**src/rtl/fsq_pkg.sv**
```systemverilog
package fsq_pkg;

  typedef enum logic [1:0] {
    TAG_R  = 2'd0,
    TAG_GR = 2'd1,
    TAG_GB = 2'd2,
    TAG_B  = 2'd3
  } bayer_tag_e;

  // site colour: row pair parity picks the line type, column parity the site
  function automatic bayer_tag_e site_tag(input logic pair_odd, input logic col_odd);
    return bayer_tag_e'({pair_odd, col_odd});
  endfunction

endpackage

```
**src/rtl/fsq_line_timer.sv**
```systemverilog
module fsq_line_timer #(
  parameter int H_ACT   = 640,
  parameter int H_BLANK = 218,
  parameter int HW      = 10
) (
  input  logic          clk,
  input  logic          rst,
  output logic [HW-1:0] hcnt,
  output logic          line_end,
  output logic          h_act
);
  localparam int HT = H_ACT + H_BLANK;

  assign line_end = (hcnt == HW'(HT - 1));
  assign h_act    = (hcnt <  HW'(H_ACT));

  always_ff @(posedge clk) begin
    if (rst)           hcnt <= '0;
    else if (line_end) hcnt <= '0;
    else               hcnt <= hcnt + 1'b1;
  end
endmodule

```
**src/rtl/fsq_field_seq.sv**
```systemverilog
module fsq_field_seq #(
  parameter int IMG_LINES     = 240,
  parameter int NTSC_DARK_BOT = 3,
  parameter int NTSC_VBLANK   = 20,
  parameter int PAL_DARK_TOP  = 24,
  parameter int PAL_DARK_BOT  = 24,
  parameter int PAL_VBLANK    = 25,
  parameter int VW            = 9
) (
  input  logic          clk,
  input  logic          rst,
  input  logic          adv,
  input  logic          pal_pin,
  input  logic          mir_pin,
  output logic          in_field,
  output logic          dark,
  output logic [VW-1:0] img_idx,
  output logic          field,
  output logic          mirror
);
  localparam int N_FLD = IMG_LINES + NTSC_DARK_BOT;
  localparam int P_FLD = PAL_DARK_TOP + IMG_LINES + PAL_DARK_BOT;
  localparam int N_TOT = N_FLD + NTSC_VBLANK;
  localparam int P_TOT = P_FLD + PAL_VBLANK;

  logic [VW-1:0] vcnt;
  logic          pal_q;
  logic [VW-1:0] top_n, fld_n, last_n;
  logic          wrap;

  always_comb begin
    top_n  = pal_q ? VW'(PAL_DARK_TOP) : '0;
    fld_n  = pal_q ? VW'(P_FLD)        : VW'(N_FLD);
    last_n = pal_q ? VW'(P_TOT - 1)    : VW'(N_TOT - 1);
  end

  assign wrap     = adv && (vcnt == last_n);
  assign in_field = (vcnt < fld_n);
  assign dark     = in_field && ((vcnt < top_n) || (vcnt >= top_n + VW'(IMG_LINES)));
  assign img_idx  = vcnt - top_n;

  // field shape and mirror are frozen for a whole field
  always_ff @(posedge clk) begin
    if (rst) begin
      vcnt   <= '0;
      field  <= 1'b0;
      pal_q  <= pal_pin;
      mirror <= mir_pin;
    end else if (wrap) begin
      vcnt   <= '0;
      field  <= ~field;
      pal_q  <= pal_pin;
      mirror <= mir_pin;
    end else if (adv) begin
      vcnt   <= vcnt + 1'b1;
    end
  end
endmodule

```
**src/rtl/fsq_addr_map.sv**
```systemverilog
module fsq_addr_map #(
  parameter int H_ACT = 640,
  parameter int HW    = 10,
  parameter int VW    = 9,
  parameter int RW    = 9,
  parameter int CW    = 10
) (
  input  logic          h_act,
  input  logic [HW-1:0] hcnt,
  input  logic          in_field,
  input  logic          dark,
  input  logic [VW-1:0] img_idx,
  input  logic          field,
  input  logic          mirror,
  output logic          fv,
  output logic          lv,
  output logic          dk,
  output logic [RW-1:0] row,
  output logic [CW-1:0] col,
  output logic [1:0]    tag
);
  logic [CW-1:0] col_fwd, col_sel;
  logic [RW-1:0] row_img;

  assign col_fwd = CW'(hcnt);
  // mirrored start uses the spare column so column parity is unchanged
  assign col_sel = mirror ? (CW'(H_ACT) - col_fwd) : col_fwd;
  assign row_img = RW'((int'(img_idx) << 1) + int'(field));

  always_comb begin
    fv  = in_field;
    lv  = in_field && h_act;
    dk  = 1'b0;
    row = '0;
    col = '0;
    tag = '0;
    if (lv) begin
      col = col_sel;
      if (dark) begin
        dk = 1'b1;
      end else begin
        row = row_img;
        tag = fsq_pkg::site_tag(row_img[1], col_sel[0]);
      end
    end
  end
endmodule

```
**src/rtl/ilace_bayer_seq.sv**
```systemverilog
module ilace_bayer_seq #(
  parameter int H_ACT         = 640,
  parameter int H_BLANK       = 218,
  parameter int ROWS          = 480,
  parameter int NTSC_DARK_BOT = 3,
  parameter int NTSC_VBLANK   = 20,
  parameter int PAL_DARK_TOP  = 24,
  parameter int PAL_DARK_BOT  = 24,
  parameter int PAL_VBLANK    = 25,
  localparam int RW           = $clog2(ROWS),
  localparam int CW           = $clog2(H_ACT + 1)
) (
  input  logic          clk,
  input  logic          rst,
  input  logic          pal_mode,
  input  logic          h_mirror,
  output logic          frame_valid,
  output logic          line_valid,
  output logic          field_odd,
  output logic [RW-1:0] row_addr,
  output logic [CW-1:0] col_addr,
  output logic [1:0]    color_tag,
  output logic          dark_line
);
  localparam int IMG_LINES = ROWS / 2;
  localparam int HT        = H_ACT + H_BLANK;
  localparam int HW        = $clog2(HT);
  localparam int N_TOT     = IMG_LINES + NTSC_DARK_BOT + NTSC_VBLANK;
  localparam int P_TOT     = PAL_DARK_TOP + IMG_LINES + PAL_DARK_BOT + PAL_VBLANK;
  localparam int V_MAX     = (N_TOT > P_TOT) ? N_TOT : P_TOT;
  localparam int VW        = $clog2(V_MAX);

  logic [HW-1:0] hcnt;
  logic          line_end, h_act;
  logic          in_field, dark, field, mirror;
  logic [VW-1:0] img_idx;
  logic          fv_n, lv_n, dk_n;
  logic [RW-1:0] row_n;
  logic [CW-1:0] col_n;
  logic [1:0]    tag_n;

  fsq_line_timer #(.H_ACT(H_ACT), .H_BLANK(H_BLANK), .HW(HW)) u_line (
    .clk(clk), .rst(rst), .hcnt(hcnt), .line_end(line_end), .h_act(h_act)
  );

  fsq_field_seq #(
    .IMG_LINES(IMG_LINES), .NTSC_DARK_BOT(NTSC_DARK_BOT), .NTSC_VBLANK(NTSC_VBLANK),
    .PAL_DARK_TOP(PAL_DARK_TOP), .PAL_DARK_BOT(PAL_DARK_BOT), .PAL_VBLANK(PAL_VBLANK),
    .VW(VW)
  ) u_field (
    .clk(clk), .rst(rst), .adv(line_end), .pal_pin(pal_mode), .mir_pin(h_mirror),
    .in_field(in_field), .dark(dark), .img_idx(img_idx), .field(field), .mirror(mirror)
  );

  fsq_addr_map #(.H_ACT(H_ACT), .HW(HW), .VW(VW), .RW(RW), .CW(CW)) u_map (
    .h_act(h_act), .hcnt(hcnt), .in_field(in_field), .dark(dark), .img_idx(img_idx),
    .field(field), .mirror(mirror), .fv(fv_n), .lv(lv_n), .dk(dk_n),
    .row(row_n), .col(col_n), .tag(tag_n)
  );

  always_ff @(posedge clk) begin
    if (rst) begin
      frame_valid <= 1'b0;
      line_valid  <= 1'b0;
      field_odd   <= 1'b0;
      row_addr    <= '0;
      col_addr    <= '0;
      color_tag   <= '0;
      dark_line   <= 1'b0;
    end else begin
      frame_valid <= fv_n;
      line_valid  <= lv_n;
      field_odd   <= field;
      row_addr    <= row_n;
      col_addr    <= col_n;
      color_tag   <= tag_n;
      dark_line   <= dk_n;
    end
  end
endmodule

```
**config.mk**
```make
export PLATFORM = sky130hd
export DESIGN_NAME = ilace_bayer_seq
export DESIGN_NICKNAME = d
export VERILOG_FILES = /design/src/rtl/fsq_pkg.sv /design/src/rtl/fsq_line_timer.sv /design/src/rtl/fsq_field_seq.sv /design/src/rtl/fsq_addr_map.sv /design/src/rtl/ilace_bayer_seq.sv
export SDC_FILE = /design/constraint.sdc
export NUM_CORES = 1
export LEC_CHECK = 0
export BUFFER_PORTS_ARGS = -buffer_cell sky130_fd_sc_hd__buf_4
export CAP_MARGIN = 10
export CORE_UTILIZATION = 50
export DETAILED_ROUTE_END_ITERATION = 6
export HOLD_SLACK_MARGIN = 0.08
export PLACE_DENSITY = 0.69
export SLEW_MARGIN = 20
export SYNTH_ARGS = -nofsm -noshare
export SYNTH_HDL_FRONTEND = slang
export SYNTH_SLANG_ARGS = --single-unit
```
**constraint.sdc**
```tcl
create_clock -name clk -period 5.48 [get_ports clk]
set_clock_uncertainty 0.15 [all_clocks]
set_input_delay 1.644 -clock clk [delete_from_list [all_inputs] [get_ports clk]]
set_output_delay 1.644 -clock clk [all_outputs]
set_load 0.01 [all_outputs]
```
# == Word-level counts from Yosys, hierarchy flattened ==
# Cells that the tools add are included.
# classes
n_addsub,6
order_cmp,4
n_mux,9
div,0
n_shift,0
n_bitwise,2
n_reduce_logical,9
multipliers,0
eq_ne,2
# op_table
operator,n
"adder 10 x 1 -> 10 bit, second input constant",1
"equality test 10 bit, second input constant",1
"< comparator 10 bit, second input constant",1
2-to-1 mux 10 bit,1
"subtractor 10 bit, first input constant",1
adder 9 x 1 -> 9 bit,1
"adder 9 x 1 -> 9 bit, second input constant",1
"adder 9 x 8 -> 9 bit, second input constant",1
equality test 9 bit,1
greater-or-equal comparator 9 bit,1
< comparator 9 x 5 -> 1 bit,1
< comparator 9 bit,1
2-to-1 mux 9 bit,1
subtractor 8 x 5 -> 8 bit,1
2-to-1 mux 6 bit,1
OR reduction 2 bit,3
2-to-1 mux 1 bit,5
2-to-1 mux 5 bit,1
logical AND 1 bit,3
OR reduction 3 bit,1
NOT 1 bit,2
nonzero test 2 bit,1
logical OR 1 bit,1
# totals
out_inout_bits,25
romBits,0
mem_bits_rw,0
ff_bits,47
mem_count,0
latchBits,0
word_cells,44
in_bits,4

# == Logic depth before layout (Yosys ltp) ==
# logic_depth
depth_word,6
mapped_depth,9
ltp_nobuf,7

# == Hierarchy ==
# A second synthesis with hierarchy kept.
# hier_totals
hier_cells,267
area_unflattened_um2,2506.2
# modules_own_cells
mod,cells_per_inst,n_inst,seq_area_each_um2,area_per_inst_um2
fsq_field_seq,96,1,260.2,897.1
ilace_bayer_seq,52,1,500.5,673.1
fsq_line_timer,57,1,200.2,543.0
fsq_addr_map,62,1,0.0,392.9

# == Least setup slack after synthesis ==
# Ideal clock, no wire load.
# synth_timing
path_type,in2reg
start,in rst
end,reg row_addr[7]
path_stages,5
setup_ps,78
n_path_buf,1
t_required_ps,5252
setup_slack_ps,2917
arrival_ps,2335
cell_sequence,nor2_1 o211a_1 nand2_1 clkbuf_1 nor3_1
# synth_between
elab_chain_len,1
# synth_lines
element,line_no,text
from (decl),ilace_bayer_seq.sv:14,"input logic rst,"
OR reduction 3 bit (no line),-,
to (signal assigned),ilace_bayer_seq.sv:74,row_addr <= row_n;
to (decl),ilace_bayer_seq.sv:20,"output logic [RW-1:0] row_addr,"
# No other way between the ends.
# A chain may end at the register's enable or synchronous reset.

# == Worst setup path in the final report ==
# layout_timing
start,reg u_field.pal_q
end,reg dark_line
# layout_between
elab_chain_len,6
word_cells_on_any_way,12
cone_classes,add/sub (1); order compare (3); mux (3); bitwise (1); reduce/logical (4)
# layout_lines
element,line_no,text
from (decl),fsq_field_seq.sv:27,logic pal_q;
from (signal assigned),fsq_field_seq.sv:47,pal_q <= pal_pin;
from (signal assigned),fsq_field_seq.sv:52,pal_q <= pal_pin;
2-to-1 mux 5 bit,fsq_field_seq.sv:32,top_n = pal_q ? VW'(PAL_DARK_TOP) : '0;
adder 9 x 8 -> 9 bit,fsq_field_seq.sv:39,assign dark = in_field && ((vcnt < top_n) || (vcnt >= top_n + VW'(IMG_LINES)));
greater-or-equal comparator 9 bit,fsq_field_seq.sv:39,
logical OR 1 bit,fsq_field_seq.sv:39,
logical AND 1 bit,fsq_field_seq.sv:39,
2-to-1 mux 1 bit,fsq_addr_map.sv:39,if (dark) begin
to (signal assigned),ilace_bayer_seq.sv:77,dark_line <= dk_n;
to (decl),ilace_bayer_seq.sv:23,output logic dark_line
# Parallel ways exist; a longest one is shown, timed or not.

==> impl_metrics.env <==
export IMPL_fin_crit_ps=2780
export IMPL_worstPathMaxFanout=11
export IMPL_synth_area_mux_share=0.0191
export IMPL_drv_slew=0
export IMPL_routed_wl_um=4060
export IMPL_powerDensity_nw_per_um2=281
export IMPL_yosys_area_share_simple=0.217
export IMPL_mostFrequentLayoutCell="dfxtp_1"
export IMPL_areaGrowthSynthToFinish_pct=14.8
export IMPL_cp_start_kind="flop"
export IMPL_setup_viol=0
export IMPL_clockBufferDepth=2
export IMPL_grt_use_total=0.194
export IMPL_cts_resized=0
export IMPL_synth_edf_count=2
export IMPL_dr_pass1_iters=4
export IMPL_cp_slowest_cell="edfxtp_1"
export IMPL_layout_common_cells="dfxtp_1 (44), nor2_1 (33), buf_4 (28), xnor2_1 (19), inv_1 (15)"
export IMPL_worst_slew_pin_slew_ps=801
export IMPL_crit_chain="ha_1 -> fa_1 -> or3b_2 -> or3_1 -> o21ai_1 -> nor2b_1"
export IMPL_fin_crit_sh=0.508
export IMPL_nets=273
export IMPL_synth_compound_area_frac=0.0780
export IMPL_hold_class="reg -> reg"
export IMPL_wire_per_inst_um=13.3
export IMPL_core_area_sq_um=4090
export IMPL_ys_warn_count=0
export IMPL_synth_cells=236
export IMPL_numCtsBuffers=5
export IMPL_drtAntennaViolNets=0
export IMPL_drive_gt1_frac=0.161
export IMPL_synth_ff_latch_count=46
export IMPL_vias_per_cell=5.36
export IMPL_io_buffers=28
export IMPL_critPathArrivalTime_ps=2860
export IMPL_outcome="completed"
export IMPL_grt_pass1_vias=1477
export IMPL_leakagePower_nw=1.01
export IMPL_yosysSeqAreaShare=0.434
export IMPL_route_detailed_drc=0
export IMPL_boundaryPins=29
export IMPL_clk_insertion_delay_late_ps=290
export IMPL_synth_fa_ha_area_frac=0.0936
export IMPL_netlist_area_sq_um=2170
export IMPL_syn_avg_cell_area_sq_um=9.18
export IMPL_clock_sinks=46
export IMPL_peakVddDrop_v=0.000180
export IMPL_finalSetupTns_ps=0
export IMPL_cts_tree="built"
export IMPL_gp_congestion=0.847
export IMPL_rows=23
export IMPL_die_width_um=67.8
export IMPL_synthArstFlopShare=0
export IMPL_cp_top_family="simple AND/OR/NAND/NOR gates"
export IMPL_drt_initial_drc_count=125
export IMPL_slew_headroom=0.462
export IMPL_syn_num_nets=255
export IMPL_reg2reg_slack_ps=2700
export IMPL_utilization=0.609
export IMPL_cp_end_kind="flop"
export IMPL_grt_pass1_wl_um=6710
export IMPL_grt_max_degree=22
export IMPL_layoutNonFillerInstCount=305
export IMPL_timing_worst_setup_path_type="reg -> reg"
export IMPL_yosys_area_share_xor_xnor=0.0930
export IMPL_synth_main_ff_cell="dfxtp_1"
export IMPL_hold_viol_final=0
export IMPL_cts_setup_buffers=0
export IMPL_grt_overflow=0
export IMPL_place_ws_ps=2460
export IMPL_dp_hpwl_um=2780
export IMPL_maxCapViolCount=0
export IMPL_n_antenna_cell=0
export IMPL_fmax_ghz=0.359
export IMPL_clk_pin_slew_worst_paths_ps=90
export IMPL_cpPeakStageDelay_ps=640
export IMPL_hold_buffers=0
export IMPL_synth_cell_types=43
export IMPL_critPathBufInv=0
export IMPL_dr_total_vias=1635
export IMPL_required_ps=5560
export IMPL_dp_cells=297
export IMPL_antenna_found_initial=0
export IMPL_rsz0062_at_grt="false"
export IMPL_dieHeight_um=67.8
export IMPL_start_util=0.530
export IMPL_htree_levels=2
export IMPL_synth_top_family_by_area="simple AND/OR/NAND/NOR gates"
export IMPL_fin_ws_ps=2700
export IMPL_die_area_sq_um=4600
export IMPL_cts_root_buf="clkbuf_8"
==> worst min-delay path: stages, from the launching register on <==
cell	delay (ps)
dfxtp_1	330
inv_1	70
nor3_1	50
==> metrics by stage <==
stage	power, W	hold slack, ps	instance area (sq um)
after detailed placement	0.000429	308	2350
after global routing	0.000733	340	2490
after floorplan	0.000407	287	2170
after CTS	0.000706	320	2490
after global placement	0.000429	300	2350
final	0.000700	331	2490
==> worst paths after layout <==
| kind | from | end | cells past startpoint |
|---|---|---|---|
| max | u_field.pal_q | dark_line | 6 |
| min reg2reg | u_field.field | row_addr[0] | 2 |
| min | u_field.field | row_addr[0] | 2 |
| max reg2reg | u_field.pal_q | dark_line | 6 |
==> cell usage after synthesis (3+ instances only) <==
master / number / area share
nand4_1: 3 / 0.0087
o21ai_0: 5 / 0.012
nand3_1: 10 / 0.023
inv_1: 15 / 0.026
nand2_1: 6 / 0.010
nor3_1: 12 / 0.028
or4_1: 3 / 0.010
mux2i_1: 3 / 0.014
and3_1: 4 / 0.012
o31ai_1: 3 / 0.010
a31oi_1: 3 / 0.0087
nor2_1: 33 / 0.057
xor2_1: 4 / 0.016
nor4_1: 5 / 0.014
a21oi_1: 7 / 0.016
dfxtp_1: 44 / 0.41
buf_2: 4 / 0.0092
ha_1: 13 / 0.075
clkbuf_1: 10 / 0.017
or3_1: 3 / 0.0087
xnor2_1: 19 / 0.077
==> cell families after synthesis <==
family / count (synthesis)
AO/OA/AOI/OAI: 26
buffers and inverters: 32
XOR/XNOR: 23
flip-flops: 46
multiplexers: 4
adder cells (fa/ha/maj): 15
AND/OR/NAND/NOR: 90
==> metal layers <==
| layer | routed length [um] | vias to the layer above | track usage |
|---|---|---|---|
| met3 | 174 | 4 | 0.0400 |
| met4 | 25 | 0 | 0.0625 |
| met2 | 1860 | 37 | 0.304 |
| met5 | 0 | - | 0 |
| li1 | - | 838 | - |
| met1 | 2000 | 756 | 0.264 |
==> layout make-up <==
| class | instances | area (sq um) |
|---|---|---|
| well taps | 50 | 62.6 |
| clock inverters | 2 | 38.8 |
| flip-flops and latches | 46 | 941 |
| repair buffers | 28 | 210 |
| clock buffers | 6 | 93.8 |
| fillers | 371 | 1600 |
| inverters | 15 | 56.3 |
| multi-input cells | 158 | 1080 |
==> power by group <==
part / switching (W) / internal, W
clock: 0.000115 / 0.000164
combinational: 0.0000338 / 0.0000305
sequential: 0.00000896 / 0.000348
total: 0.000157 / 0.000543
==> sequential cells by signal, summed over array words and instances, names as in the netlist <==
register / count
frame_valid: 1
u_field.vcnt: 9
u_line.hcnt: 10
line_valid: 1
field_odd: 1
dark_line: 1
u_field.pal_q: 1
col_addr: 10
row_addr: 9
color_tag: 1
u_field.field: 1
u_field.mirror: 1
(Power assumes the default switching activity.)
